[config.mk]
export PLATFORM = sky130hd
export DESIGN_NAME = ssl_ctrl
export DESIGN_NICKNAME = d
export VERILOG_FILES = /design/src/rtl/ssl_pkg.sv /design/src/rtl/ssl_sync.sv /design/src/rtl/ssl_edge.sv /design/src/rtl/ssl_ctrl.sv
export SDC_FILE = /design/constraint.sdc
export NUM_CORES = 1
export LEC_CHECK = 0
export CAP_MARGIN = 20
export CORE_ASPECT_RATIO = 1.5
export CORE_MARGIN = 4
export CORE_UTILIZATION = 35
export DETAILED_ROUTE_END_ITERATION = 10
export GPL_TIMING_DRIVEN = 0
export HOLD_SLACK_MARGIN = 0.05
export PLACE_DENSITY = 0.66
export SYNTH_ARGS = -nofsm -noshare
export SYNTH_HDL_FRONTEND = slang
export SYNTH_SLANG_ARGS = --single-unit
[constraint.sdc]
create_clock -name clk -period 2 [get_ports clk]
set_input_delay 0.4 -clock clk [delete_from_list [all_inputs] [get_ports clk]]
set_output_delay 0.4 -clock clk [all_outputs]
set_load 0.005 [all_outputs]
[src/rtl/ssl_pkg.sv]
package ssl_pkg;
    localparam int ADDR_W = 3;
    localparam int DATA_W = 8;
    localparam int CTRL_W = 6;

    localparam logic [ADDR_W-1:0] A_S1   = 3'd0;
    localparam logic [ADDR_W-1:0] A_S0   = 3'd1;
    localparam logic [ADDR_W-1:0] A_BUF  = 3'd2;
    localparam logic [ADDR_W-1:0] A_CTRL = 3'd3;
    localparam logic [ADDR_W-1:0] A_STAT = 3'd4;

    localparam int CB_EN       = 0;
    localparam int CB_STR_FALL = 1;
    localparam int CB_STR_COND = 2;
    localparam int CB_IRQ_RISE = 3;
    localparam int CB_IRQ_COND = 4;
    localparam int CB_COND_POL = 5;

    localparam int SB_RISE    = 0;
    localparam int SB_COND    = 1;
    localparam int SB_STRETCH = 2;

    typedef struct packed {
        logic              s0_ctl;
        logic              s1_ctl;
        logic [CTRL_W-1:0] ctrl;
        logic              rise_flag;
        logic              cond_flag;
        logic              stretch;
        logic              buf_s1;
    } regs_t;

    typedef struct packed {
        logic s0;
        logic s1;
    } lines_t;
endpackage

[src/rtl/ssl_sync.sv]
module ssl_sync #(
    parameter int              WIDTH   = 2,
    parameter int              STAGES  = 2,
    parameter logic [WIDTH-1:0] RST_VAL = '1
) (
    input  logic             clk,
    input  logic             rst_n,
    input  logic [WIDTH-1:0] d,
    output logic [WIDTH-1:0] q
);
    logic [WIDTH-1:0] st_d [STAGES];
    logic [WIDTH-1:0] st_q [STAGES];

    for (genvar g = 0; g < STAGES; g++) begin : g_stage
        if (g == 0) begin : g_first
            always_comb st_d[g] = d;
        end else begin : g_next
            always_comb st_d[g] = st_q[g-1];
        end
    end

    always_ff @(posedge clk or negedge rst_n) begin
        if (!rst_n) begin
            for (int i = 0; i < STAGES; i++) st_q[i] <= RST_VAL;
        end else begin
            for (int i = 0; i < STAGES; i++) st_q[i] <= st_d[i];
        end
    end

    assign q = st_q[STAGES-1];
endmodule

[src/rtl/ssl_edge.sv]
module ssl_edge
    import ssl_pkg::*;
(
    input  logic clk,
    input  logic rst_n,
    input  logic s0,
    input  logic s1,
    input  logic cond_pol,
    output logic s0_rise,
    output logic s0_fall,
    output logic cond_hit
);
    lines_t prev_d, prev_q;
    logic   s1_sel_edge;

    always_comb begin
        prev_d.s0   = s0;
        prev_d.s1   = s1;
        s0_rise     = s0 & ~prev_q.s0;
        s0_fall     = ~s0 & prev_q.s0;
        s1_sel_edge = cond_pol ? (s1 & ~prev_q.s1) : (~s1 & prev_q.s1);
        cond_hit    = s1_sel_edge & s0 & prev_q.s0;
    end

    always_ff @(posedge clk or negedge rst_n) begin
        if (!rst_n) prev_q <= '{s0: 1'b1, s1: 1'b1};
        else        prev_q <= prev_d;
    end

    AST_COND_NEEDS_HIGH: assert property (@(posedge clk) disable iff (!rst_n)
        cond_hit |-> $past(s0) && s0) else $error("cond while S0 low");
endmodule

[src/rtl/ssl_ctrl.sv]
module ssl_ctrl
    import ssl_pkg::*;
#(
    parameter int SYNC_STAGES = 2
) (
    input  logic              clk,
    input  logic              rst_n,
    input  logic              bus_we,
    input  logic [ADDR_W-1:0] bus_addr,
    input  logic [DATA_W-1:0] bus_wdata,
    output logic [DATA_W-1:0] bus_rdata,
    input  logic              s0_pin,
    input  logic              s1_pin,
    input  logic [1:0]        port_oe,
    input  logic [1:0]        port_do,
    output logic [1:0]        pad_oe,
    output logic [1:0]        pad_do,
    output logic              irq
);
    localparam int PAD_CTRL = DATA_W - CTRL_W;
    localparam int PAD_LINE = DATA_W - 1;
    localparam int PAD_STAT = DATA_W - 3;

    regs_t  r_d, r_q;
    lines_t sync_l;
    logic   s0_rise, s0_fall, cond_hit;
    logic   en, wr_s0, wr_s1, wr_ctrl, wr_stat, release_req;
    logic   unused_wbits;

    ssl_sync #(.WIDTH(2), .STAGES(SYNC_STAGES), .RST_VAL(2'b11)) sync_i (
        .clk(clk), .rst_n(rst_n), .d({s0_pin, s1_pin}), .q({sync_l.s0, sync_l.s1})
    );

    ssl_edge edge_i (
        .clk(clk), .rst_n(rst_n), .s0(sync_l.s0), .s1(sync_l.s1),
        .cond_pol(r_q.ctrl[CB_COND_POL]),
        .s0_rise(s0_rise), .s0_fall(s0_fall), .cond_hit(cond_hit)
    );

    assign unused_wbits = ^bus_wdata[DATA_W-1:CTRL_W];

    always_comb begin
        en          = r_q.ctrl[CB_EN];
        wr_s1       = bus_we && (bus_addr == A_S1);
        wr_s0       = bus_we && (bus_addr == A_S0);
        wr_ctrl     = bus_we && (bus_addr == A_CTRL);
        wr_stat     = bus_we && (bus_addr == A_STAT);
        release_req = (wr_s0 && bus_wdata[0]) || (wr_stat && bus_wdata[SB_STRETCH]);

        r_d = r_q;
        if (wr_s1)   r_d.s1_ctl = bus_wdata[0];
        if (wr_s0)   r_d.s0_ctl = bus_wdata[0];
        if (wr_ctrl) r_d.ctrl   = bus_wdata[CTRL_W-1:0];
        if (wr_stat && bus_wdata[SB_RISE]) r_d.rise_flag = 1'b0;
        if (wr_stat && bus_wdata[SB_COND]) r_d.cond_flag = 1'b0;
        if (release_req) r_d.stretch = 1'b0;

        // sets take priority over same-cycle clears
        if (en && s0_rise) begin
            r_d.rise_flag = 1'b1;
            r_d.buf_s1    = sync_l.s1;
        end
        if (en && cond_hit) r_d.cond_flag = 1'b1;
        if (en && s0_fall &&
            (r_q.ctrl[CB_STR_FALL] || (r_q.ctrl[CB_STR_COND] && r_q.cond_flag)))
            r_d.stretch = 1'b1;
    end

    always_ff @(posedge clk or negedge rst_n) begin
        if (!rst_n) r_q <= '{s0_ctl: 1'b1, s1_ctl: 1'b1, default: '0};
        else        r_q <= r_d;
    end

    always_comb begin
        if (en) begin
            pad_oe = {~r_q.s1_ctl, ~r_q.s0_ctl | r_q.stretch};
            pad_do = 2'b00;
        end else begin
            pad_oe = port_oe;
            pad_do = port_do;
        end
        irq = (r_q.rise_flag & r_q.ctrl[CB_IRQ_RISE]) |
              (r_q.cond_flag & r_q.ctrl[CB_IRQ_COND]);
        case (bus_addr)
            A_S1:    bus_rdata = {{PAD_LINE{1'b0}}, sync_l.s1};
            A_S0:    bus_rdata = {{PAD_LINE{1'b0}}, sync_l.s0};
            A_BUF:   bus_rdata = {{PAD_LINE{1'b0}}, r_q.buf_s1};
            A_CTRL:  bus_rdata = {{PAD_CTRL{1'b0}}, r_q.ctrl};
            A_STAT:  bus_rdata = {{PAD_STAT{1'b0}}, r_q.stretch, r_q.cond_flag, r_q.rise_flag};
            default: bus_rdata = '0;
        endcase
    end

    AST_RISE_FLAGGED: assert property (@(posedge clk) disable iff (!rst_n)
        en && s0_rise |=> r_q.rise_flag) else $error("rise lost");
    AST_BUF_CAPTURE: assert property (@(posedge clk) disable iff (!rst_n)
        en && s0_rise |=> r_q.buf_s1 == $past(sync_l.s1)) else $error("capture");
    AST_FALL_STRETCH: assert property (@(posedge clk) disable iff (!rst_n)
        en && s0_fall && r_q.ctrl[CB_STR_FALL] |=> r_q.stretch && pad_oe[0]) else $error("stretch");
    AST_STRETCH_HELD: assert property (@(posedge clk) disable iff (!rst_n)
        r_q.stretch && !release_req |=> r_q.stretch) else $error("early release");
    AST_DISABLED_QUIET: assert property (@(posedge clk) disable iff (!rst_n)
        !en && !wr_stat |=> $stable(r_q.rise_flag) && $stable(r_q.cond_flag)) else $error("flag while off");
    AST_LINE_UPPER_ZERO: assert property (@(posedge clk) disable iff (!rst_n)
        bus_addr == A_S0 |-> bus_rdata[DATA_W-1:1] == '0) else $error("upper bits");
endmodule

==> results.sh, run 1 <==
export IMPL_start_util=0.377
export IMPL_grt_pass1_wl_um=3190
export IMPL_cts_sinks=18
export IMPL_min_from="sync_i.st_d[1]"
export IMPL_worstReg2RegEnd="r_q[0]"
export IMPL_antenna_found_initial=0
export IMPL_ant_nets=0
export IMPL_crit_fanout=2
export IMPL_synth_cells_most_frequent="dfrtp_1, mux2_2, dfstp_2, nand2_1"
export IMPL_rows=21
export IMPL_path_depth=3
export IMPL_stdcell_count=126
export IMPL_netlist_area_um2=872
export IMPL_rr_worst_depth=3
export IMPL_fin_skew_ns=0.00634
export IMPL_n_fill_cell=222
export IMPL_peakVddDrop_mv=0.472
export IMPL_via_per_inst=5.17
export IMPL_synth_area_leaders="dfrtp_1, dfstp_2, mux2_2, a22o_1, buf_6"
export IMPL_wl_per_cell_um=14.5
export IMPL_rrSetupSlack_ns=0.73
export IMPL_hold_depth=0
export IMPL_yosysTopAreaCell="dfrtp_1"
export IMPL_yosysWarningCount=0
export IMPL_leakagePower_nw=0.535
export IMPL_cts_max_level=1
export IMPL_power_density_nw_per_um2=819
export IMPL_place_inst=122
export IMPL_cp_arrival_ns=1.56
export IMPL_grt_max_degree=19
export IMPL_clk_latency_ns=0.29
export IMPL_core_area_um2=2310
export IMPL_slew_headroom=0.468
export IMPL_drive_above_1_share=0.320
export IMPL_fin_crit_ns=1.96
export IMPL_die_area_um2=3370
export IMPL_cts_max_path_buffers=2
export IMPL_crit_family="multiplexers"
export IMPL_wirelength_um=1830
export IMPL_first_iter_violations=23
export IMPL_min_period_over_period=0.978
export IMPL_cts_clk_slew_worst_paths_ns=0.10
export IMPL_area_growth_syn_to_layout_pct=38.9
export IMPL_whs_ns=0.357
export IMPL_critPathBufInv=1
export IMPL_worstSetupPathType="reg2out"
export IMPL_grt_pass1_vias=704
export IMPL_final_nets=124
export IMPL_critPathCaptureType="output pin"
export IMPL_start_kind="flip-flop"
export IMPL_synthDominantCellAreaShare=0.287
export IMPL_rsz0062_at_grt="true"
export IMPL_die_h_um=69.1
export IMPL_vias=652
export IMPL_cts_tree="yes"
export IMPL_diodes=0
export IMPL_tns_ns=0
export IMPL_rr_startpoint="sync_i.q[1]"
export IMPL_worst_path_max_delay_cell="mux4_2"
export IMPL_die_width_um=48.8
export IMPL_clock_fmax_mhz=511
export IMPL_synth_top_flop_cell="dfrtp_1"
export IMPL_synth_distinct_cells=29
export IMPL_tightest_slew_ns=0.795
export IMPL_cts_hold_buf=0
export IMPL_overflow=0
export IMPL_yosysMostFrequentCell="dfrtp_1"
export IMPL_io_pins=33
export IMPL_final_util=0.524
export IMPL_drc=0
export IMPL_status="complete, no violations"
export IMPL_first_pass_iters=5
export IMPL_cp_required_ns=1.60
export IMPL_setup_viol_count_final=0
export IMPL_yosysSeqAreaShare=0.528
export IMPL_dp_final_hpwl_um=1360
export IMPL_port_buffers=27
export IMPL_ys_seq_elements=18
export IMPL_syn_area_per_cell_um2=12.3
export IMPL_synth_edf_count=0
export IMPL_worstHoldEndpoint="sync_i.q[1]"
export IMPL_drv_cap=0
export IMPL_hold_violations=0
export IMPL_slowest_delay_ns=0.46
export IMPL_crit_chain="mux4_2 -> mux2_4 -> buf_6"
export IMPL_cts_made_buffers=3
export IMPL_synthCells=71
export IMPL_min_path_type="reg2reg"
export IMPL_synth_async_sr_flop_share=1.00
export IMPL_place_congestion=0.763
export IMPL_drv_slew=0
export IMPL_grtUsageTotal=0.117
export IMPL_clockRootBuffer="clkbuf_4"
==> worst max path at each step <==
| stage | slack [ns] | start | endpoint |
|---|---|---|---|
| after floorplan | 0.36 | bus_addr[0] | bus_rdata[0] |
| after global placement | -0.47 | bus_addr[1] | bus_rdata[0] |
| after detailed placement | -0.46 | bus_addr[1] | bus_rdata[0] |
| after CTS | -0.04 | en | bus_rdata[0] |
| after global routing | -0.01 | en | bus_rdata[0] |
| final | 0.04 | en | bus_rdata[0] |
==> logic make-up (layout without fill, tap and decap cells) <==
logic type	count (synthesis)	after routing	synth area share
other	1	2	0.00430
buffers and inverters	6	37	0.0516
multiplexers	11	11	0.154
AO/OA/AOI/OAI	12	12	0.102
flip-flops	18	18	0.528
AND/OR/NAND/NOR	23	23	0.161
==> layout by cell type (no fill, tap or decap), types with 3 or more instances in the layout <==
cell	instances
clkdlybuf4s50_1	21
a22o_1	3
clkbuf_4	3
buf_6	3
dfstp_2	8
nor2_1	3
and2_1	3
mux2_2	8
nand2_1	6
dfrtp_1	10
==> state kept, by name, summed over array words and instances, names as in the netlist <==
| register | flops |
|---|---|
| sync_i.st_d | 2 |
| sync_i.q | 2 |
| edge_i.prev_q | 2 |
| en | 1 |
| r_q | 11 |
==> report_power, final <==
part	internal (W)	total [W]	switching, W
Clock	0.000111	0.000216	0.000105
Combinational	0.000182	0.000280	0.0000985
Sequential	0.000446	0.000496	0.0000499
==> timing repair <==
| item | in CTS | in global routing |
|---|---|---|
| setup buffers | 1 | 0 |
| hold endpoints to repair | 0 | 0 |
| cloned | 0 | 0 |
| resized for setup | 17 | 2 |
| endpoints found under the setup margin | 6 | 4 |
| pin swaps | 3 | 0 |
==> stage by stage <==
stage	area [um^2]	power (W)	setup slack (ns)
after CTS	1220	0.00102	-0.0432
after detailed placement	1170	0.000790	-0.464
after global placement	1170	0.000783	-0.465
final	1210	0.000992	0.0445
after global routing	1210	0.00107	-0.0122
after floorplan	876	0.000646	0.359
==> worst register-to-register path: cells and delay by family, from the launching register on <==
| kind | cells | cell delay, ns |
|---|---|---|
| DFF | 1 | 0.58 |
| muxes | 1 | 0.35 |
| and+or+nand+nor | 2 | 0.22 |
==> final cells by class <==
class,count,area [um^2],area share
Buffer,3,26.3,0.0217
Clock buffer,4,36.3,0.0300
Inverter,2,7.51,0.00620
Multi-Input combinational cell,48,379,0.313
Sequential cell,18,460,0.380
Tap cell,23,28.8,0.0238
Timing Repair Buffer,28,273,0.225
==> layer usage <==
| metal | wire length, um | vias to the layer above | track usage |
|---|---|---|---|
| met3 | 102 | 2 | 0.0237 |
| li1 | - | 313 | - |
| met4 | 14 | 0 | 0.0449 |
| met1 | 782 | 313 | 0.150 |
| met2 | 931 | 24 | 0.189 |
| met5 | 0 | - | 0 |
(Power assumes the default switching activity.)
==> run 2: changes to the inputs <==
--- a/config.mk
+++ b/config.mk
@@ -8,11 +8,11 @@
 export CAP_MARGIN = 20
 export CORE_ASPECT_RATIO = 1.5
 export CORE_MARGIN = 4
-export CORE_UTILIZATION = 35
+export CORE_UTILIZATION = 42
 export DETAILED_ROUTE_END_ITERATION = 10
 export GPL_TIMING_DRIVEN = 0
 export HOLD_SLACK_MARGIN = 0.05
-export PLACE_DENSITY = 0.66
+export PLACE_DENSITY = 0.77
 export SYNTH_ARGS = -nofsm -noshare
 export SYNTH_HDL_FRONTEND = slang
 export SYNTH_SLANG_ARGS = --single-unit
==> run 2 against run 1 <==
  * Routed wire length grew 1.7%
  * Combinational power is essentially flat
  * Register-to-register slack gained 0.04 ns
  * Sequential power is essentially flat
  * Clock power grew 2%
  * Critical path depth is the same
  * Sequential cell count is the same
  * Utilization grew 12 points
  * Fmax grew 0.23%
  * Largest cell class unchanged
  * Highest routed layer unchanged
==> results.sh, run 2 (synthesized netlist as in run 1, its figures left out) <==
export IMPL_status="complete, no violations"
export IMPL_drive_above_1_share=0.343
export IMPL_drc=0
export IMPL_io_pins=33
export IMPL_rsz0062_at_grt="true"
export IMPL_first_iter_violations=8
export IMPL_die_h_um=63.8
export IMPL_cp_required_ns=1.60
export IMPL_worstReg2RegEnd="r_q[0]"
export IMPL_place_congestion=0.792
export IMPL_min_period_over_period=0.976
export IMPL_diodes=0
export IMPL_final_nets=126
export IMPL_rrSetupSlack_ns=0.77
export IMPL_worstSetupPathType="reg2out"
export IMPL_start_util=0.459
export IMPL_final_common_cell="clkdlybuf4s50_1"
export IMPL_min_path_type="in2reg"
export IMPL_area_growth_syn_to_layout_pct=39.7
export IMPL_tns_ns=0
export IMPL_cts_sinks=18
export IMPL_grt_pass1_wl_um=3210
export IMPL_crit_chain="mux4_2 -> mux2_4 -> buf_6"
export IMPL_drv_slew=0
export IMPL_top_register="r_q"
export IMPL_core_area_um2=1900
export IMPL_vias=658
export IMPL_crit_start="en"
export IMPL_n_fill_cell=165
export IMPL_cts_max_level=1
export IMPL_critPathCaptureType="output pin"
export IMPL_fin_skew_ns=0.00363
export IMPL_cts_clk_slew_worst_paths_ns=0.10
export IMPL_peakVddDrop_mv=0.505
export IMPL_mostFrequentLayoutCells="clkdlybuf4s50_1, dfrtp_1, mux2_2, dfstp_2, nand2_1"
export IMPL_power_density_nw_per_um2=819
export IMPL_clk_latency_ns=0.29
export IMPL_rows=19
export IMPL_die_width_um=45.2
export IMPL_antenna_found_initial=0
export IMPL_ant_nets=0
export IMPL_crit_fanout=2
export IMPL_cts_made_buffers=3
export IMPL_crit_end="bus_rdata[0]"
export IMPL_multi_input_area_um2=382
export IMPL_power_w=0.000998
export IMPL_hold_violations=0
export IMPL_worst_path_max_delay_cell="mux4_2"
export IMPL_drv_cap=0
export IMPL_via_per_inst=5.22
export IMPL_whs_ns=0.356
export IMPL_slowest_delay_ns=0.47
export IMPL_layout_setup_ws_ns=0.0490
export IMPL_tightest_slew_ns=0.759
export IMPL_die_area_um2=2880
export IMPL_fin_crit_ns=1.95
export IMPL_slew_headroom=0.492
export IMPL_clockRootBuffer="clkbuf_4"
export IMPL_place_ws_ns=-0.504
export IMPL_clock_fmax_mhz=513
export IMPL_rr_startpoint="sync_i.q[1]"
export IMPL_dp_final_hpwl_um=1440
export IMPL_largest_reg_flops=11
export IMPL_first_pass_iters=3
export IMPL_cp_arrival_ns=1.55
export IMPL_port_buffers=27
export IMPL_grt_max_degree=19
export IMPL_leakagePower_nw=0.540
export IMPL_start_kind="flip-flop"
export IMPL_regArea_um2=460
export IMPL_setup_viol_count_final=0
export IMPL_overflow=0
export IMPL_cts_max_path_buffers=2
export IMPL_wirelength_um=1860
export IMPL_rr_worst_depth=3
export IMPL_cts_tree="yes"
export IMPL_grtUsageTotal=0.149
export IMPL_wl_per_cell_um=14.8
export IMPL_grt_pass1_vias=736
==> run 2: cell count changes in the layout (fill, tap and decap cells not counted) <==
cell	previous run	this run
buf_4	2	5
and2_1	3	2
and2_4	0	1
buf_6	3	2
dlygate4sd2_1	2	3
dlymetal6s2s_1	1	0
==> run 2: repair_timing <==
item / in CTS / in global routing
hold endpoints to repair: 0 / 0
setup buffers: 2 / 1
hold buffers: 0 / 0
resized for setup: 18 / 2
endpoints found under the setup margin: 6 / 5
pin swaps: 1 / 0
cloned: 0 / 0
==> run 2: report_power, final <==
part	switching [W]	total, W	internal, W
sequential	0.0000505	0.000496	0.000446
combinational	0.000101	0.000281	0.000180
clock	0.000109	0.000220	0.000111
==> run 2: metrics by stage <==
| stage | std cells | utilization | cell area [um^2] |
|---|---|---|---|
| after floorplan | 72 | - | 876 |
| after global placement | 120 | 0.616 | 1170 |
| after detailed placement | 120 | 0.616 | 1170 |
| after CTS | 126 | 0.638 | 1210 |
| after global routing | 126 | 0.641 | 1220 |
| final | 126 | 0.641 | 1220 |
==> run 2: critical path: cells and delay by family, from the launching register on <==
kind	cells	cell delay (ns)
flip-flops	1	0.40
multiplexers	2	0.75
buffers and inverters	1	0.12
==> run 2: layer usage <==
metal,GRT usage,up-vias,wire [um]
li1,-,319,-
met1,0.173,311,714
met2,0.232,22,978
met3,0.0225,6,110
met4,0.121,0,57
met5,0,-,0
==> run 2: area by class of cell <==
class	instances	share of cell area
Multi-Input combinational cell	48	0.313
Timing Repair Buffer	30	0.230
Clock buffer	4	0.0298
Inverter	2	0.00616
Buffer	3	0.0216
Sequential cell	18	0.378
Tap cell	21	0.0216
==> run 2: worst min path at each step <==
stage | start | endpoint | slack, ns | depth (start not counted)
6_report | bus_addr[0] | r_q[11] | 0.36 | 3
5_1_grt | bus_addr[0] | r_q[11] | 0.36 | 3
3_3_place_gp | sync_i.st_d[0] | sync_i.q[0] | 0.35 | 0
2_1_floorplan | rst_n | en | 0.10 | 0
4_1_cts | bus_addr[0] | r_q[11] | 0.35 | 3
3_5_place_dp | sync_i.st_d[1] | sync_i.q[1] | 0.35 | 0
